<file path="config.mk">
export PLATFORM = sky130hd
export DESIGN_NAME = spim_core
export DESIGN_NICKNAME = d
export VERILOG_FILES = /design/src/rtl/spim_pkg.sv /design/src/rtl/spim_ctrl.sv /design/src/rtl/spim_dp.sv /design/src/rtl/spim_core.sv
export SDC_FILE = /design/constraint.sdc
export NUM_CORES = 1
export LEC_CHECK = 0
export BUFFER_PORTS_ARGS = -buffer_cell sky130_fd_sc_hd__buf_4
export CORE_MARGIN = 4
export CORE_UTILIZATION = 59
export CTS_BUF_LIST = sky130_fd_sc_hd__clkbuf_16
export CTS_CLUSTER_SIZE = 8
export DETAILED_ROUTE_END_ITERATION = 10
export PLACE_DENSITY = 0.86
export SYNTH_ARGS = -nofsm -noshare
export SYNTH_HDL_FRONTEND = slang
export SYNTH_SLANG_ARGS = --single-unit
</file>
<file path="constraint.sdc">
create_clock -name clk -period 4.9 [get_ports clk]
set_input_delay 0.98 -clock clk [delete_from_list [all_inputs] [get_ports clk]]
set_output_delay 0.98 -clock clk [all_outputs]
set_load 0.01 [all_outputs]
</file>
<file path="src/rtl/spim_pkg.sv">
package spim_pkg;

  // Rate select codes
  localparam logic [1:0] RATE_DIV_A = 2'd0;
  localparam logic [1:0] RATE_DIV_B = 2'd1;
  localparam logic [1:0] RATE_DIV_C = 2'd2;
  localparam logic [1:0] RATE_TIMER = 2'd3;

  // Strobes from control to datapath
  typedef struct packed {
    logic load;     // capture transmit byte, clear receive register
    logic shiftTx;  // advance to next outgoing bit
    logic sample;   // capture sdi into receive register
    logic finish;   // copy received byte into buffer
  } spimStrobe_t;

endpackage

</file>
<file path="src/rtl/spim_ctrl.sv">
module spim_ctrl
  import spim_pkg::*;
#(
  parameter int DATA_W = 8,
  parameter int DIV_A  = 4,
  parameter int DIV_B  = 16,
  parameter int DIV_C  = 64
) (
  input  logic        clk,
  input  logic        rstN,
  input  logic        bufWrEn,
  input  logic [1:0]  rateSel,
  input  logic        timerTick,
  input  logic        earlyData,
  input  logic        sampleLate,
  input  logic        irqClr,
  input  logic        wrCollideClr,
  output spimStrobe_t strobe,
  output logic        running,
  output logic        sckActive,
  output logic        xferIrq,
  output logic        wrCollide
);

  localparam int HALF_A = DIV_A / 2;
  localparam int HALF_B = DIV_B / 2;
  localparam int HALF_C = DIV_C / 2;
  localparam int CNT_W  = $clog2(HALF_C + 1);
  localparam int BIT_W  = (DATA_W > 2) ? $clog2(DATA_W) : 1;

  logic [CNT_W-1:0] divCnt;
  logic [CNT_W-1:0] halfLast;
  logic [BIT_W-1:0] bitCnt;
  logic             phaseHi;
  logic             irqPend;
  logic             useTimer;
  logic             halfTick;
  logic             lastBit;
  logic             startXfer;

  // Half-period length per rate
  always_comb begin
    unique case (rateSel)
      RATE_DIV_A: halfLast = CNT_W'(HALF_A - 1);
      RATE_DIV_B: halfLast = CNT_W'(HALF_B - 1);
      RATE_DIV_C: halfLast = CNT_W'(HALF_C - 1);
      default:    halfLast = '0;
    endcase
  end

  assign useTimer  = (rateSel == RATE_TIMER);
  assign halfTick  = running && (useTimer ? timerTick : (divCnt == halfLast));
  assign lastBit   = (bitCnt == BIT_W'(DATA_W - 1));
  assign startXfer = !running && bufWrEn;

  always_comb begin
    strobe.load    = startXfer;
    strobe.sample  = halfTick && (phaseHi == sampleLate);
    strobe.shiftTx = halfTick && phaseHi && !lastBit;
    strobe.finish  = halfTick && phaseHi && lastBit;
  end

  // Clock active half follows phase setting
  assign sckActive = running && (earlyData ? phaseHi : !phaseHi);

  always_ff @(posedge clk or negedge rstN) begin
    if (!rstN) begin
      running   <= 1'b0;
      phaseHi   <= 1'b0;
      bitCnt    <= '0;
      divCnt    <= '0;
      irqPend   <= 1'b0;
      xferIrq   <= 1'b0;
      wrCollide <= 1'b0;
    end else begin
      if (startXfer) begin
        running <= 1'b1;
        phaseHi <= 1'b0;
        bitCnt  <= '0;
      end else if (halfTick) begin
        phaseHi <= !phaseHi;
        if (phaseHi) begin
          if (lastBit) running <= 1'b0;
          else         bitCnt  <= bitCnt + BIT_W'(1);
        end
      end

      if (!running || useTimer || divCnt == halfLast) divCnt <= '0;
      else                                              divCnt <= divCnt + CNT_W'(1);

      irqPend <= strobe.finish;
      if (irqPend)     xferIrq <= 1'b1;
      else if (irqClr) xferIrq <= 1'b0;

      if (running && bufWrEn) wrCollide <= 1'b1;
      else if (wrCollideClr)  wrCollide <= 1'b0;
    end
  end

endmodule

</file>
<file path="src/rtl/spim_dp.sv">
module spim_dp
  import spim_pkg::*;
#(
  parameter int DATA_W = 8
) (
  input  logic              clk,
  input  logic              rstN,
  input  spimStrobe_t       strobe,
  input  logic [DATA_W-1:0] wrData,
  input  logic              rdEn,
  input  logic              sdi,
  output logic              sdo,
  output logic [DATA_W-1:0] rdData,
  output logic              full
);

  logic [DATA_W-1:0] txSr;
  logic [DATA_W-1:0] rxSr;
  logic [DATA_W-1:0] rxNext;

  assign rxNext = {rxSr[DATA_W-2:0], sdi};
  assign sdo    = txSr[DATA_W-1];

  always_ff @(posedge clk or negedge rstN) begin
    if (!rstN) begin
      txSr   <= '0;
      rxSr   <= '0;
      rdData <= '0;
      full   <= 1'b0;
    end else begin
      if (strobe.load)         txSr <= wrData;
      else if (strobe.shiftTx) txSr <= {txSr[DATA_W-2:0], 1'b0};

      if (strobe.load)        rxSr <= '0;
      else if (strobe.sample) rxSr <= rxNext;

      // The final capture may land on the same edge as the copy
      if (strobe.finish) rdData <= strobe.sample ? rxNext : rxSr;

      if (strobe.finish) full <= 1'b1;
      else if (rdEn)     full <= 1'b0;
    end
  end

endmodule

</file>
<file path="src/rtl/spim_core.sv">
module spim_core
  import spim_pkg::*;
#(
  parameter int DATA_W = 8,
  parameter int DIV_A  = 4,
  parameter int DIV_B  = 16,
  parameter int DIV_C  = 64
) (
  input  logic              clk,
  input  logic              rstN,
  input  logic              bufWrEn,
  input  logic [DATA_W-1:0] bufWrData,
  input  logic              bufRdEn,
  output logic [DATA_W-1:0] bufRdData,
  output logic              bufFull,
  input  logic              cpol,
  input  logic              earlyData,
  input  logic              sampleLate,
  input  logic [1:0]        rateSel,
  input  logic              timerTick,
  input  logic              sdoEnable,
  output logic              sck,
  output logic              sdo,
  output logic              sdoOe,
  input  logic              sdi,
  output logic              xferIrq,
  input  logic              irqClr,
  output logic              wrCollide,
  input  logic              wrCollideClr
);

  spimStrobe_t strobe;
  logic        running;
  logic        sckActive;

  spim_ctrl #(
    .DATA_W(DATA_W), .DIV_A(DIV_A), .DIV_B(DIV_B), .DIV_C(DIV_C)
  ) u_ctrl (
    .clk          (clk),
    .rstN         (rstN),
    .bufWrEn      (bufWrEn),
    .rateSel      (rateSel),
    .timerTick    (timerTick),
    .earlyData    (earlyData),
    .sampleLate   (sampleLate),
    .irqClr       (irqClr),
    .wrCollideClr (wrCollideClr),
    .strobe       (strobe),
    .running      (running),
    .sckActive    (sckActive),
    .xferIrq      (xferIrq),
    .wrCollide    (wrCollide)
  );

  spim_dp #(.DATA_W(DATA_W)) u_dp (
    .clk    (clk),
    .rstN   (rstN),
    .strobe (strobe),
    .wrData (bufWrData),
    .rdEn   (bufRdEn),
    .sdi    (sdi),
    .sdo    (sdo),
    .rdData (bufRdData),
    .full   (bufFull)
  );

  assign sck   = cpol ^ sckActive;
  assign sdoOe = sdoEnable;

endmodule

</file>
==> Word level (Yosys, flattened, before mapping) <==
Cells that the tools add are included.
{ "word_totals": {"ff_bits": 39, "latchBits": 0, "ram_bits": 0, "rom_bits": 0, "in_bits": 22, "word_cells": 68, "mem_count": 0} }
{ "classes": {"add_sub_neg": 2, "mul": 0, "n_div": 0, "magnitude_cmp": 0, "eq_ne": 7, "n_shift": 0, "mux": 24, "bitwise_logic": 1, "n_reduce_logical": 23} }
{ "op_table": {"columns": ["op", "n"], "rows": [
  ["2-to-1 mux 8 bit", 4],
  ["one-hot mux 5 bit (3 select lines)", 1],
  ["2-to-1 mux 1 bit", 14],
  ["nonzero test 2 bit", 7],
  ["2-to-1 mux 3 bit", 4],
  ["logical AND 1 bit", 8],
  ["adder 6 x 1 -> 6 bit (second input constant)", 1],
  ["== test 6 x 5 -> 1 bit", 1],
  ["2-to-1 mux 6 bit", 1],
  ["AND reduction 3 bit", 2],
  ["== test 2 bit (second input constant)", 2],
  ["adder 3 x 1 -> 3 bit (second input constant)", 1],
  ["== test 3 bit (second input constant)", 1],
  ["logical NOT 1 bit", 3],
  ["== test 2 x 1 -> 1 bit (second input constant)", 1],
  ["logical NOT 2 bit", 1],
  ["logical OR 1 bit", 2],
  ["inequality test 2 bit (second input constant)", 1],
  ["== test 1 bit", 1],
  ["bitwise XOR 1 bit", 1]
]} }

==> Depth between registers and ports, before layout <==
{ "logic_depth": {"word_depth": 9, "mapped_depth": 8, "depth_no_buf": 7} }

==> By module <==
A second synthesis with hierarchy kept.
{ "hier_totals": {"hier_cells": 178, "area_unflattened_um2": 1868.0} }
{ "by_module_without_submodules": {"columns": ["mod", "n_inst", "cells_per_inst", "area_per_inst_um2"], "rows": [
  ["spim_dp", 1, 89, 1011.0],
  ["spim_ctrl", 1, 87, 840.8],
  ["spim_core", 1, 2, 16.3]
]} }

==> Worst setup path before layout <==
OpenSTA, ideal clock, no wires.
{ "synth_timing": {"path_kind": "input to register", "from": "input rateSel[0]", "to": "register u_dp.rdData[0]", "t_arrival_ns": 2.957, "required_time_ns": 4.775, "slack_ns": 1.818, "path_stages": 8, "n_path_buf": 1, "cell_sequence": "inv_1 ha_1 or3b_1 a211o_1 o31a_4 nor3_2 buf_4 mux2_2"} }
{ "synth_rtl": {"columns": ["element", "line_no", "source"], "rows": [
  ["from (decl)", "spim_core.sv:19", "input logic [1:0] rateSel,"],
  ["to (signal assigned)", "spim_dp.sv:38", "if (strobe.finish) rdData <= strobe.sample ? rxNext : rxSr;"],
  ["to (decl)", "spim_dp.sv:13", "output logic [DATA_W-1:0] rdData,"]
]} }

==> Worst setup path in the final report <==
{ "layout_timing": {"from": "input rateSel[0]", "to": "register u_dp.rdData[7]"} }
{ "layout_via": {"elab_chain_len": 7} }
{ "layout_lines": {"columns": ["element", "line_no", "source"], "rows": [
  ["== test 2 bit (tied with other cells)", "spim_ctrl.sv:43", "unique case (rateSel)"],
  ["one-hot mux 5 bit (3 select lines)", "spim_ctrl.sv:43", null],
  ["== test 6 x 5 -> 1 bit", "spim_ctrl.sv:52", "assign halfTick = running && (useTimer ? timerTick : (divCnt == halfLast));"],
  ["2-to-1 mux 1 bit *", "spim_ctrl.sv:52", null],
  ["logical AND 1 bit *", "spim_ctrl.sv:52", null],
  ["logical AND 1 bit, on equally long branches", "spim_ctrl.sv:58, spim_ctrl.sv:60", null],
  ["2-to-1 mux 8 bit or logical AND 1 bit (tied branches)", "spim_dp.sv:38, spim_ctrl.sv:60", null]
]} }
Every way passes the cells marked *; elsewhere a longest branch is shown, timed or not.
A chain may end at the register's enable or synchronous reset.

==> out/results.ini <==
[clock_network]
clk_pin_slew_ps=60
cts_hold_buf=0
postCtsSetupBuffers=0
htree_levels=2
cts_sinks=39
cts_buffers=5
tritoncts=yes
ctsResizeCount=0
clock_latency_ps=280
cts_root_buf=clkbuf_16
clock_path_buffers=2

[sta]
rsz0062_at_grt=false
fin_crit_sh=0.688
hold_viol=0
tightestPinTransition_ps=821
setup_viol=0
period_minus_slack_ps=3370
drv_slew=0
fmax_mhz=297
slew_headroom=0.450
whs_ps=442
finClkSkew_ps=4.51
tns_ps=0

[floorplanning]
core_area_mm2=0.00313
num_rows=20
die_y_um=65.9
start_util=0.632
io_pins=36
dieArea_mm2=0.00434
dieWidth_um=65.9

[drt]
vias_per_cell=5.67
drt_iter0_drc=83
wire_per_inst_um=15.1
drc=0
finalWirelength_mm=4.12
via_count=1541
dr.pass1.iters=4
ant_nets=0

[layout]
drive_above_1_share=0.237
seqCellArea_um2=976
multi_input_area_um2=935
antenna_cells=0
fillers=224
nNetsFinal=255
area_growth_syn_to_layout_pct=21.2

[global_route]
grt_pass1_vias=1584
grt.total_usage=0.215
grt_pass1_wl_mm=7.11
grt_max_degree=40
antenna_found_initial=0
overflow=0

[setup_path]
cp.required_ps=5070
slowest_stage=nor3_2
cp_max_fo=11
cp_data_arrival_time_ps=3540
cp_cell_sequence=buf_4 -> inv_1 -> ha_1 -> or3b_1 -> a211o_1 -> o31a_4 -> nor3_2 -> mux2_2
cp-end-kind=register
path_class=in -> reg
start_kind=primary input
slowest_delay_ps=680

[synth]
synth_cells=193
yosysWarnings=0
synthFlopType=dfrtp_1
ys_seq_area_frac=0.494
synth_edf_count=0
netlist_area_mm2=0.00198
async_flop_share=1.00
syn_nets=221
syn_area_per_cell_um2=10.2
ys_types=39
synth-seq-cells=39

[worst_hold_path]
hp-class=reg -> reg

[pwr]
ir_worst_vdd_uv=304
switching_share=0.346
p_seq_frac=0.422
power_leakage_nw=1.27
clockPowerShare=0.268
combinationalPowerShare=0.310
p_int_uw=756
power.density_mw_per_mm2=482
switchingPower_uw=400

[run_status]
outcome=finished clean

[flow_run]
maxCapViolCount=0

[place]
globalplace.congestion=0.850
numPortBuffers=33
hpwl_mm=2.90

worst max-delay path, delay by kind of cell:
family | cells | cell delay, ps
AOI/OAI and AO/OA | 2 | 680
adders and majority gates | 1 | 270
buffers and inverters | 2 | 140
muxes | 1 | 410
and+or+nand+nor | 2 | 1050
sequential cells by signal, summed over array words and instances, names as in the netlist, 3 cells and up:
signal and cells:
u_dp.txSr 8, u_dp.rxSr 8, u_ctrl.divCnt 6, u_ctrl.bitCnt 3
u_dp.rdData 8
stage by stage:
stage               utilization  total power, mW  setup slack (ps)  std cells  area, um^2
floorplan                     -            0.733              1820        193        1980
global placement          0.721            0.817              1350        264        2250
detailed placement        0.721            0.844              1220        264        2250
CTS                       0.766             1.16              1510        272        2400
global route              0.766             1.23              1380        272        2400
finish                    0.766             1.16              1530        272        2400
area by class of cell:
cell class              count  area share
clock inverters             3     0.00679
inverters                   7      0.0110
well taps                  44      0.0230
flip-flops and latches     39       0.407
clock buffers               5      0.0522
multi-input cells         139       0.390
repair buffers             35       0.110
synthesized netlist by cell type (2+ instances only):
| master | count | area [um^2] |
|---|---|---|
| ha_1 | 6 | 75.1 |
| clkbuf_1 | 4 | 15.0 |
| a221o_1 | 5 | 50.1 |
| nand2_1 | 30 | 113 |
| mux2i_1 | 8 | 80.1 |
| inv_1 | 7 | 26.3 |
| mux2_2 | 8 | 90.1 |
| nand4_1 | 3 | 18.8 |
| and4_1 | 5 | 43.8 |
| a21oi_1 | 5 | 25.0 |
| o21ai_0 | 2 | 10.0 |
| buf_2 | 2 | 10.0 |
| nand3_1 | 4 | 20.0 |
| xor2_1 | 3 | 26.3 |
| xnor2_1 | 6 | 52.6 |
| nor2b_1 | 7 | 43.8 |
| a21o_1 | 2 | 15.0 |
| buf_4 | 2 | 15.0 |
| nor2_1 | 21 | 78.8 |
| dfrtp_1 | 39 | 976 |
| o31ai_1 | 6 | 45.0 |
placed cells by master, fill, tap and decap left out, drive strengths merged, types with 6 or more instances in the layout:
cell	instances
xnor2	6
inv	8
o31ai	6
nand2	30
mux2i	8
nor2	21
dfrtp	39
nor2b	7
mux2	8
a21oi	6
buf	35
ha	6
logic make-up (layout without fill, tap and decap cells):
kind of cell / count (synthesis) / count (layout) / share of synthesized area
DFF: 39 / 39 / 0.494
xor gates and xnor gates: 9 / 9 / 0.0399
AOI/OAI and AO/OA: 29 / 29 / 0.114
muxes: 16 / 16 / 0.0861
adders and majority gates: 6 / 6 / 0.0380
and+or+nand+nor: 79 / 79 / 0.195
buffers and inverters: 15 / 50 / 0.0335
power by group through the flow:
stage,clock [mW],sequential [mW],combinational [mW]
2_1_floorplan,0,0.465,0.268
3_3_place_gp,0,0.482,0.335
3_5_place_dp,0,0.489,0.355
4_1_cts,0.312,0.484,0.360
5_1_grt,0.333,0.498,0.403
6_report,0.309,0.488,0.358
final timing paths:
| kind | from | end | slack, ps | depth (start not counted) |
|---|---|---|---|---|
| min in group asynchronous | rstN | u_dp.txSr[7]$_DFFE_PN0P_ | 660 | 1 |
| hold reg to reg | u_ctrl.irqPend$_DFF_PN0_ | u_ctrl.xferIrq$_DFFE_PN0P_ | 440 | 1 |
| setup / recovery | rateSel[0] | u_dp.rdData[7]$_DFFE_PN0P_ | 1530 | 8 |
| hold / removal | u_ctrl.irqPend$_DFF_PN0_ | u_ctrl.xferIrq$_DFFE_PN0P_ | 440 | 1 |
| max in group asynchronous | rstN | u_ctrl.bitCnt[0]$_DFFE_PN0P_ | 3900 | 1 |
| setup reg to reg | u_ctrl.divCnt[1]$_DFF_PN0_ | u_dp.rdData[7]$_DFFE_PN0P_ | 2190 | 5 |
per-layer routing:
layer | global-route usage | vias to the layer above | routed length (um)
met1 | 0.250 | 740 | 1700
met3 | 0.0663 | 11 | 279
met4 | 0.0933 | 0 | 86
met5 | 0 | - | 0
li1 | - | 741 | -
met2 | 0.364 | 49 | 2050
Note: power is estimated with default switching activity, not from simulation.
